<file path="src/rtl/rot_imm_pkg.sv">
package rot_imm_pkg;
  typedef enum logic {
    SRCH_IDLE = 1'b0,
    SRCH_RUN  = 1'b1
  } srch_state_e;
endpackage

</file>
<file path="src/rtl/rot_imm_rst_sync.sv">
module rot_imm_rst_sync #(
  parameter int STAGES = 2
) (
  input  logic clk,
  input  logic rst_n,
  output logic rst_sync_n
);
  logic [STAGES-1:0] chain_q;

  always_ff @(posedge clk or negedge rst_n) begin
    if (!rst_n) chain_q <= '0;
    else        chain_q <= {chain_q[STAGES-2:0], 1'b1};
  end

  assign rst_sync_n = chain_q[STAGES-1];
endmodule

</file>
<file path="src/rtl/rot_imm_probe.sv">
// Tests one candidate field: rotate the constant left by 2*field and
// require everything above the low byte to be clear.
module rot_imm_probe #(
  parameter int DATA_W = 32,
  parameter int BYTE_W = 8,
  parameter int ROT_W  = 4
) (
  input  logic [DATA_W-1:0] value_i,
  input  logic [ROT_W-1:0]  rot_i,
  output logic              hit_o,
  output logic [BYTE_W-1:0] byte_o
);
  localparam int STEPS = 1 << ROT_W;

  logic [DATA_W-1:0] rotl_w [STEPS];
  logic [DATA_W-1:0] sel_w;

  for (genvar k = 0; k < STEPS; k++) begin : g_rot
    if (k == 0) begin : g_id
      assign rotl_w[k] = value_i;
    end else begin : g_sh
      assign rotl_w[k] = {value_i[DATA_W-1-2*k:0], value_i[DATA_W-1:DATA_W-2*k]};
    end
  end

  assign sel_w  = rotl_w[rot_i];
  assign hit_o  = ~|sel_w[DATA_W-1:BYTE_W];
  assign byte_o = sel_w[BYTE_W-1:0];
endmodule

</file>
<file path="src/rtl/rot_imm_expand.sv">
// Combinational expander: byte zero-extended, rotated right by 2*field.
module rot_imm_expand #(
  parameter int DATA_W = 32,
  parameter int BYTE_W = 8,
  parameter int ROT_W  = 4
) (
  input  logic [BYTE_W-1:0] byte_i,
  input  logic [ROT_W-1:0]  rot_i,
  output logic [DATA_W-1:0] value_o
);
  logic [DATA_W-1:0]   ext_w;
  logic [2*DATA_W-1:0] wide_w;
  logic [ROT_W:0]      amt_w;

  assign ext_w   = {{(DATA_W-BYTE_W){1'b0}}, byte_i};
  assign amt_w   = {rot_i, 1'b0};
  assign wide_w  = {ext_w, ext_w} >> amt_w;
  assign value_o = wide_w[DATA_W-1:0];
endmodule

</file>
<file path="src/rtl/rot_imm_seq.sv">
module rot_imm_seq
  import rot_imm_pkg::*;
#(
  parameter int DATA_W = 32,
  parameter int BYTE_W = 8,
  parameter int ROT_W  = 4
) (
  input  logic              clk,
  input  logic              rst_n,
  input  logic              start_i,
  input  logic [DATA_W-1:0] const_i,
  input  logic              hit_i,
  input  logic [BYTE_W-1:0] probe_byte_i,
  output logic [DATA_W-1:0] probe_value_o,
  output logic [ROT_W-1:0]  probe_rot_o,
  output logic              busy_o,
  output logic              done_o,
  output logic              valid_o,
  output logic [ROT_W-1:0]  rot_o,
  output logic [BYTE_W-1:0] byte_o
);
  srch_state_e       state_q, state_d;
  logic [DATA_W-1:0] const_q;
  logic [ROT_W-1:0]  field_q, field_d;
  logic              done_q, valid_q;
  logic [ROT_W-1:0]  rot_q, rot_d;
  logic [BYTE_W-1:0] byte_q, byte_d;
  logic              load_en, step_en, finish_en, field_en, last_w;

  always_comb begin
    last_w    = (field_q == {ROT_W{1'b1}});
    load_en   = (state_q == SRCH_IDLE) && start_i;
    finish_en = (state_q == SRCH_RUN) && (hit_i || last_w);
    step_en   = (state_q == SRCH_RUN) && !hit_i && !last_w;
    field_en  = load_en || step_en;
    field_d   = load_en ? '0 : field_q + 1'b1;
    rot_d     = hit_i ? field_q : '0;
    byte_d    = hit_i ? probe_byte_i : '0;
    state_d   = state_q;
    if (load_en)   state_d = SRCH_RUN;
    if (finish_en) state_d = SRCH_IDLE;
  end

  always_ff @(posedge clk or negedge rst_n) begin
    if (!rst_n) begin
      state_q <= SRCH_IDLE;
      done_q  <= 1'b0;
    end else begin
      state_q <= state_d;
      done_q  <= finish_en;
    end
  end

  always_ff @(posedge clk or negedge rst_n) begin
    if (!rst_n) begin
      const_q <= '0;
      field_q <= '0;
    end else begin
      if (load_en)  const_q <= const_i;
      if (field_en) field_q <= field_d;
    end
  end

  always_ff @(posedge clk or negedge rst_n) begin
    if (!rst_n) begin
      valid_q <= 1'b0;
      rot_q   <= '0;
      byte_q  <= '0;
    end else if (finish_en) begin
      valid_q <= hit_i;
      rot_q   <= rot_d;
      byte_q  <= byte_d;
    end
  end

  assign probe_value_o = const_q;
  assign probe_rot_o   = field_q;
  assign busy_o        = (state_q == SRCH_RUN);
  assign done_o        = done_q;
  assign valid_o       = valid_q;
  assign rot_o         = rot_q;
  assign byte_o        = byte_q;
endmodule

</file>
<file path="src/rtl/rot_imm_finder.sv">
module rot_imm_finder #(
  parameter int DATA_W = 32,
  parameter int BYTE_W = 8
) (
  input  logic              clk,
  input  logic              rst_n,
  input  logic              start_i,
  input  logic [DATA_W-1:0] const_i,
  output logic              busy_o,
  output logic              done_o,
  output logic              valid_o,
  output logic [$clog2(DATA_W/2)-1:0] rot_o,
  output logic [BYTE_W-1:0] byte_o,
  output logic [DATA_W-1:0] recon_o,
  input  logic [$clog2(DATA_W/2)-1:0] dec_rot_i,
  input  logic [BYTE_W-1:0] dec_byte_i,
  output logic [DATA_W-1:0] dec_value_o
);
  localparam int ROT_W = $clog2(DATA_W/2);

  logic              rst_sync_n;
  logic [DATA_W-1:0] probe_value_w;
  logic [ROT_W-1:0]  probe_rot_w;
  logic              probe_hit_w;
  logic [BYTE_W-1:0] probe_byte_w;

  rot_imm_rst_sync #(.STAGES(2)) u_rst (
    .clk(clk), .rst_n(rst_n), .rst_sync_n(rst_sync_n)
  );

  rot_imm_probe #(.DATA_W(DATA_W), .BYTE_W(BYTE_W), .ROT_W(ROT_W)) u_probe (
    .value_i(probe_value_w), .rot_i(probe_rot_w),
    .hit_o(probe_hit_w), .byte_o(probe_byte_w)
  );

  rot_imm_seq #(.DATA_W(DATA_W), .BYTE_W(BYTE_W), .ROT_W(ROT_W)) u_seq (
    .clk(clk), .rst_n(rst_sync_n), .start_i(start_i), .const_i(const_i),
    .hit_i(probe_hit_w), .probe_byte_i(probe_byte_w),
    .probe_value_o(probe_value_w), .probe_rot_o(probe_rot_w),
    .busy_o(busy_o), .done_o(done_o), .valid_o(valid_o),
    .rot_o(rot_o), .byte_o(byte_o)
  );

  rot_imm_expand #(.DATA_W(DATA_W), .BYTE_W(BYTE_W), .ROT_W(ROT_W)) u_recon (
    .byte_i(byte_o), .rot_i(rot_o), .value_o(recon_o)
  );

  rot_imm_expand #(.DATA_W(DATA_W), .BYTE_W(BYTE_W), .ROT_W(ROT_W)) u_dec (
    .byte_i(dec_byte_i), .rot_i(dec_rot_i), .value_o(dec_value_o)
  );
endmodule

</file>
<file path="config.mk">
export PLATFORM = sky130hd
export DESIGN_NAME = rot_imm_finder
export DESIGN_NICKNAME = d
export VERILOG_FILES = /design/src/rtl/rot_imm_pkg.sv /design/src/rtl/rot_imm_rst_sync.sv /design/src/rtl/rot_imm_probe.sv /design/src/rtl/rot_imm_expand.sv /design/src/rtl/rot_imm_seq.sv /design/src/rtl/rot_imm_finder.sv
export SDC_FILE = /design/constraint.sdc
export NUM_CORES = 1
export LEC_CHECK = 0
export BUFFER_PORTS_ARGS = -buffer_cell sky130_fd_sc_hd__buf_2
export CAP_MARGIN = 20
export CORE_MARGIN = 1
export CORE_UTILIZATION = 55
export DETAILED_ROUTE_END_ITERATION = 12
export GPL_TIMING_DRIVEN = 0
export PLACE_DENSITY = 0.92
export SLEW_MARGIN = 20
export SYNTH_ARGS = -nofsm -noshare
export SYNTH_HDL_FRONTEND = slang
export SYNTH_HIERARCHICAL = 1
export SYNTH_SLANG_ARGS = --single-unit
</file>
<file path="constraint.sdc">
create_clock -name clk -period 3.3 [get_ports clk]
set_input_delay 0.165 -clock clk [delete_from_list [all_inputs] [get_ports clk]]
set_output_delay 0.165 -clock clk [all_outputs]
set_load 0.005 [all_outputs]
</file>
==> run_results.csv, run 1 <==
group,metric,value,unit
critical_path,crit_chain,"buf_6 -> buf_12 -> buf_4 -> mux2i_1 -> nand2_1 -> a21oi_1 -> a32oi_1 -> nor4_1 -> o22a_1 -> and2_1 -> buf_2 -> a22o_1",
grt,grt_pass1_vias,4747,
grt,grt-ovfl-total,0,
sta,finalSetupViolCount,0,
yosys,synth_edf_count,0,
floorplan,die_w,97.3,um
yosys,netlist_area,4990,um2
clock_tree,htree_levels,2,
yosys,yosys_warnings,6,
finish,area_growth,17.9,%
sta,whs,0.0312,ns
finish,fillCellCount,751,
grt,grt_pass1_wl,24100,um
floorplan,start_util,57.0,%
yosys,synth_nets,635,
placed_design,dpl.cell_count,820,
finish,utilization,67.2,%
clock_tree,postCtsSetupRepairBufs,0,
clock_tree,cts_tree,"built",
power,powerDensity,745,nW/um2
floorplan,die_y,97.3,um
drt,wl_per_cell,17.9,um
critical_path,r2r_start,"u_seq/probe_rot_o[1]",
grt,grt_util_all_layers,31.2,%
critical_path,r2r_setup_slack,0.23,ns
placed_design,io_buffers,124,
yosys,syn_inst,587,
sta,max_freq,326,MHz
hold_path,min-delay-start,"const_i[18]",
power,p_leak,2.87,nW
yosys,yosys-top-cells-count,"nand2_1 (148), dfrtp_1 (53), nor2_1 (48), mux2i_1 (42), mux2_2 (19)",
yosys,ys.flop_type,"dfrtp_1",
yosys,synth.area.top_cells,"dfrtp_1 (27%), nand2_1 (11%), mux2i_1 (8.4%)",
yosys,synth_most_common_cell,"nand2_1",
finish,regArea,1330,um2
drt,ant_nets,0,
critical_path,timing.rr.end,"u_seq/byte_o[4]",
sta,rsz0062_at_grt,"false",
floorplan,core_area,8760,um2
grt,grt_max_degree,27,
floorplan,io_pins,126,
critical_path,start_kind,"flip-flop",
drt,route.vias.total,5108,
clock_tree,clkLatencyLatePin,0.31,ns
yosys,synth_cell_types,62,
flow_run,maxCapViolCount,0,
yosys,ys_seq_area_share,26.6,%
yosys,avgSynthCellArea,8.51,um2
critical_path,reg2reg_depth,12,
critical_path,critPathKind,"flip-flop to flip-flop",
drt,vias_per_cell,6.16,
yosys,synth_largest_area_cell,"dfrtp_1",
hold_path,worstHoldPathCells,3,
power,worst_ir_drop_vdd,0.000576,V
critical_path,slowest_stage,"dfrtp_1",
drt,drt_iter0_markers,312,
sta,setup_slack,0.234,ns
clock_tree,cts.clk_slew.worst_paths,0.10,ns
grt,antenna_found_initial,0,
drt,first_pass_iters,5,
floorplan,dieArea,9470,um2
finish,diodes,0,
clock_tree,cts-root-buf,"clkbuf_8",
status,status,"complete, no violations",
sta,fin_crit,3.07,ns
critical_path,cp_data_arrival_time,3.32,ns
placed_design,place_ws,0.195,ns
placed_design,place_congestion,0.986,
clock_tree,cts_buffer_depth,2,
finish,drive_gt1_share,31.3,%
sta,slew_headroom,59.2,%
sta,skew,0.00336,ns
sta,worstMarginPinSlew,0.612,ns
clock_tree,cts_buffers,5,
hold_path,hold_end,"u_seq/probe_value_o[18]",
yosys,synth.top_cell.area_share,26.6,%
finish,final_cells,829,
sta,finalCritPeriodShare,92.9,%
yosys,async_flop_share,100,%
sta,fin_tns_setup,0,ns
placed_design,place.detailed.hpwl,11500,um
finish,fin_nets,768,
finish,multiInputGateArea,3290,um2
sta,maxSlewViolCount,0,
yosys,synth-seq-cells,53,
critical_path,end_kind,"flip-flop",
critical_path,worstPathMaxFanout,10,
drt,drc,0,
critical_path,cp.required,3.56,ns
floorplan,row_count,34,
critical_path,cpPeakStageDelay,0.45,ns
hold_path,min_path_type,"primary input to flip-flop",
drt,drt-total-wl,14800,um
sta,hold_viol_final,0,
clock_tree,clock_sink_count,53,
==> flip-flops by register name, summed over array words and instances, names as in the netlist <==
register / count
u_seq/busy_o: 1
u_rst/chain_q: 2
u_seq/rot_o: 4
u_seq/done_o: 1
u_seq/byte_o: 8
u_seq/probe_rot_o: 4
u_seq/valid_o: 1
u_seq/probe_value_o: 32
==> cell type report <==
class	count	share of cell area (%)
multi-input cells	478	55.9
well taps	108	2.29
clock buffers	5	1.17
inverters	8	0.510
clock inverters	3	0.446
repair buffers	126	11.2
flip-flops and latches	53	22.5
plain buffers	48	5.93
==> what timing repair did <==
item,in CTS,in global routing
gates resized for setup,0,2
endpoints found under the setup margin,0,10
endpoints found under the hold margin,2,0
hold buffers,1,0
==> routing by layer <==
metal	part of all wire (%)	track usage [%]	up-vias
met5	0	0	-
met4	2.1	8.37	0
met3	7.2	2.45	23
met2	49	55.1	281
met1	41	41.3	2422
li1	-	-	2382
==> logic make-up after synthesis <==
family          synth area share (%)
other cells                   0.0751
simple gates                    28.1
fa+ha+maj                      0.250
buf+inv                         7.52
mux                             22.2
compound gates                  15.1
xor+xnor                       0.175
flops                           26.6
==> how the worst max path moves through the flow <==
stage / start / end / cells after the start
after floorplan: u_seq/probe_rot_o[2] / u_seq/byte_o[3] / 10
after global placement: u_seq/probe_rot_o[2] / u_seq/byte_o[3] / 10
after detailed placement: u_seq/probe_rot_o[2] / u_seq/byte_o[4] / 10
after CTS: u_seq/probe_rot_o[2] / u_seq/byte_o[4] / 10
after global routing: u_seq/probe_rot_o[1] / u_seq/rot_o[1] / 12
final: u_seq/probe_rot_o[1] / u_seq/byte_o[4] / 12
==> report_power, final <==
part / total (W) / switching [W] / internal (W)
registers: 0.00128 / 0.000416 / 0.000863
clock network: 0.000395 / 0.000240 / 0.000155
logic: 0.00271 / 0.00148 / 0.00123
total: 0.00439 / 0.00214 / 0.00225
==> cell usage in the layout, fill, tap and decap left out, types with 4 or more instances in the layout <==
cell	n
nand3_1	8
nand2b_1	11
a211oi_1	4
buf_6	8
mux2i_4	4
nor4bb_1	6
inv_1	8
and2_1	6
buf_4	7
o21ai_0	16
clkbuf_1	10
a22o_1	12
nor2b_1	18
nand4b_1	4
dfrtp_1	52
mux4_2	16
and3b_1	4
a32o_1	4
nor3_1	13
clkbuf_8	5
buf_2	136
nor2_1	48
nand2_1	148
mux2i_1	42
a31o_2	4
a21oi_1	17
a211oi_2	4
o22ai_1	10
a32oi_1	4
a31oi_1	5
o32ai_1	4
mux2_2	19
o22a_1	6
nor4_1	5
==> critical path, delay by kind of cell, from the launching register on <==
family | cells | cell delay (ns)
AOI/OAI and AO/OA | 4 | 0.97
buffers and inverters | 4 | 0.76
DFF | 1 | 0.45
and+or+nand+nor | 3 | 0.61
muxes | 1 | 0.20
==> per-stage QoR <==
stage	area, um2	power, W
2_1_floorplan	4990	0.00316
3_3_place_gp	5750	0.00386
3_5_place_dp	5780	0.00393
4_1_cts	5880	0.00433
5_1_grt	5890	0.00464
6_report	5890	0.00439
Note: power is estimated with default switching activity, not from simulation.
==> run 2: changes to the inputs <==
--- a/config.mk
+++ b/config.mk
@@ -7,3 +7,2 @@
 export LEC_CHECK = 0
-export BUFFER_PORTS_ARGS = -buffer_cell sky130_fd_sc_hd__buf_2
 export CAP_MARGIN = 20
@@ -12,4 +11,6 @@
 export DETAILED_ROUTE_END_ITERATION = 12
+export DONT_BUFFER_PORTS = 1
 export GPL_TIMING_DRIVEN = 0
-export PLACE_DENSITY = 0.92
+export PLACE_DENSITY = 0.8
+export SETUP_SLACK_MARGIN = 0.15
 export SLEW_MARGIN = 20
==> constraint.sdc (replaced) <==
create_clock -name clk -period 3.3 [get_ports clk]
set_input_delay 0.33 -clock clk [delete_from_list [all_inputs] [get_ports clk]]
set_output_delay 0.33 -clock clk [all_outputs]
set_load 0.005 [all_outputs]
==> run 2 against run 1 <==
  * Sequential share of layout area rose by 2.5 points
  * Clock skew rose by 0.0070 ns
  * Non-clock buffer count fell by 124
  * Core utilization fell by 6.7 points
  * First-iteration DRC count fell by 0.96%
  * Total power rose by 0.73%
  * Register-to-register slack improved by 0.07 ns
  * Sequential cell count did not move
  * Critical path depth did not move
  * Largest cell class unchanged
  * Highest routed layer unchanged
==> run_results.csv, run 2 (synthesis gave the netlist of run 1 again) <==
group,metric,value,unit
sta,setup_slack,0.306,ns
drt,drc,0,
critical_path,reg2reg_depth,12,
finish,mostFrequentLayoutCell,"nand2_1",
clock_tree,htree_levels,2,
drt,route.vias.total,4633,
sta,skew,0.0104,ns
sta,rsz0062_at_grt,"false",
status,status,"complete, no violations",
hold_path,min_path_type,"primary input to flip-flop",
finish,drive_gt1_share,18.1,%
floorplan,core_area,8760,um2
finish,area_growth,6.06,%
critical_path,start_kind,"flip-flop",
grt,grt-ovfl-total,0,
power,p_sw_share,48.0,%
clock_tree,clkLatencyLatePin,0.32,ns
finish,fillCellCount,799,
grt,grt_pass1_wl,23100,um
grt,grt_util_all_layers,30.2,%
drt,first_pass_iters,5,
clock_tree,cts_tree,"built",
placed_design,place.detailed.hpwl,10700,um
clock_tree,cts-root-buf,"clkbuf_8",
sta,max_freq,334,MHz
drt,wl_per_cell,20.2,um
finish,regArea,1330,um2
power,combPwrFrac,60.5,%
critical_path,cp_data_arrival_time,3.25,ns
drt,vias_per_cell,6.57,
sta,fin_crit,2.99,ns
placed_design,place_congestion,1.03,
critical_path,critPathKind,"flip-flop to flip-flop",
clock_tree,clock_sink_count,53,
sta,fin_tns_setup,0,ns
sta,maxSlewViolCount,0,
sta,finalSetupViolCount,0,
critical_path,cp.required,3.56,ns
placed_design,io_buffers,0,
hold_path,worstHoldPathCells,2,
clock_tree,cts_buffers,5,
finish,fin_nets,644,
power,powerDensity,834,nW/um2
floorplan,dieArea,9470,um2
sta,whs,0.105,ns
finish,largest_register_ffs,32,
power,p_leak,2.27,nW
drt,ant_nets,0,
floorplan,io_pins,126,
flow_run,maxCapViolCount,0,
clock_tree,cts_buffer_depth,2,
placed_design,place_ws,0.247,ns
floorplan,die_y,97.3,um
power,clkPwrFrac,10.5,%
clock_tree,cts.clk_slew.worst_paths,0.11,ns
sta,hold_viol_final,0,
drt,drt_iter0_markers,309,
grt,grt_max_degree,36,
grt,grt_pass1_vias,4508,
power,cell_internal_pwr,0.00230,W
floorplan,die_w,97.3,um
critical_path,end_kind,"flip-flop",
sta,finalCritPeriodShare,90.7,%
floorplan,start_util,57.0,%
power,worst_ir_drop_vdd,0.000465,V
finish,multiInputGateArea,3310,um2
power,seqPwrFrac,29.0,%
grt,antenna_found_initial,0,
sta,slew_headroom,65.3,%
clock_tree,postCtsSetupRepairBufs,0,
critical_path,worstPathMaxFanout,10,
drt,drt-total-wl,14200,um
power,p_switching,0.00212,W
floorplan,row_count,34,
finish,diodes,0,
finish,layout_common_cells,"nand2_1 (148), dfrtp_1 (52), nor2_1 (48)",
sta,worstMarginPinSlew,0.520,ns
## run 2: cell types whose count changed in the layout (fill, tap and decap cells not counted), sizes merged
cell	delta
buf	-125
clkinvlp	-2
clkbuf	+1
bufinv	+1
clkinv	+1
## run 2: repair_timing
action,in CTS,in global routing
endpoints found under the setup margin,0,18
resized for setup,0,8
hold endpoints to repair,2,0
hold buffers,1,0
## run 2: per-layer routing
| layer | routed length (um) | global-route usage (%) | share of wire [%] |
|---|---|---|---|
| met5 | 0 | 0 | 0 |
| met4 | 313 | 10.2 | 2.2 |
| met3 | 1230 | 5.04 | 8.7 |
| met2 | 6940 | 51.4 | 49 |
| met1 | 5730 | 39.0 | 40 |
## run 2: path summary, 6_finish.rpt
| path | startpoint | end | slack [ns] |
|---|---|---|---|
| max | u_seq/probe_rot_o[1] | u_seq/byte_o[6] | 0.31 |
| min | const_i[26] | u_seq/probe_value_o[26] | 0.11 |
| max reg2reg | u_seq/probe_rot_o[1] | u_seq/byte_o[6] | 0.31 |
| min reg2reg | u_rst/chain_q[1] | u_seq/probe_value_o[29] | 0.18 |
| max in group asynchronous | u_rst/chain_q[1] | u_seq/byte_o[3] | 2.61 |
| min in group asynchronous | u_rst/chain_q[1] | u_seq/probe_value_o[29] | 0.18 |
## run 2: metrics by stage
| stage | instances | instance area [um2] | utilization (%) | power (W) |
|---|---|---|---|---|
| 6_report | 705 | 5300 | 60.5 | 0.00442 |
| 5_1_grt | 705 | 5300 | 60.5 | 0.00470 |
| 4_1_cts | 705 | 5270 | 60.2 | 0.00431 |
| 3_5_place_dp | 696 | 5150 | 58.8 | 0.00384 |
| 3_3_place_gp | 695 | 5130 | 58.5 | 0.00380 |
| 2_1_floorplan | 587 | 4990 | - | 0.00316 |
## run 2: power groups by stage
stage               registers [W]  clock network (W)  logic (W)
global placement          0.00128                  0    0.00252
floorplan                 0.00111                  0    0.00205
detailed placement        0.00128                  0    0.00256
global route              0.00131           0.000492    0.00289
finish                    0.00128           0.000463    0.00267
CTS                       0.00127           0.000470    0.00257
## run 2: layout make-up
| cell class | instances | share of cell area [%] |
|---|---|---|
| buffer | 48 | 6.61 |
| clock buffer | 5 | 1.30 |
| tap | 108 | 2.55 |
| inverter | 8 | 0.567 |
| sequential | 53 | 25.1 |
| clock inverter | 3 | 0.827 |
| timing repair buffer | 2 | 0.567 |
| multi-input combinational | 478 | 62.5 |
## run 2: worst max-delay path: stages, from the launching register on
cell and delay [ns]:
dfrtp_1 0.46, buf_6 0.17, buf_12 0.14, clkbuf_4 0.27, mux2i_1 0.23, nand2_1 0.07, a21oi_1 0.28, a32oi_1 0.17
nor4_2 0.32, o22a_2 0.24, and2_1 0.19, buf_2 0.24, a22o_1 0.15
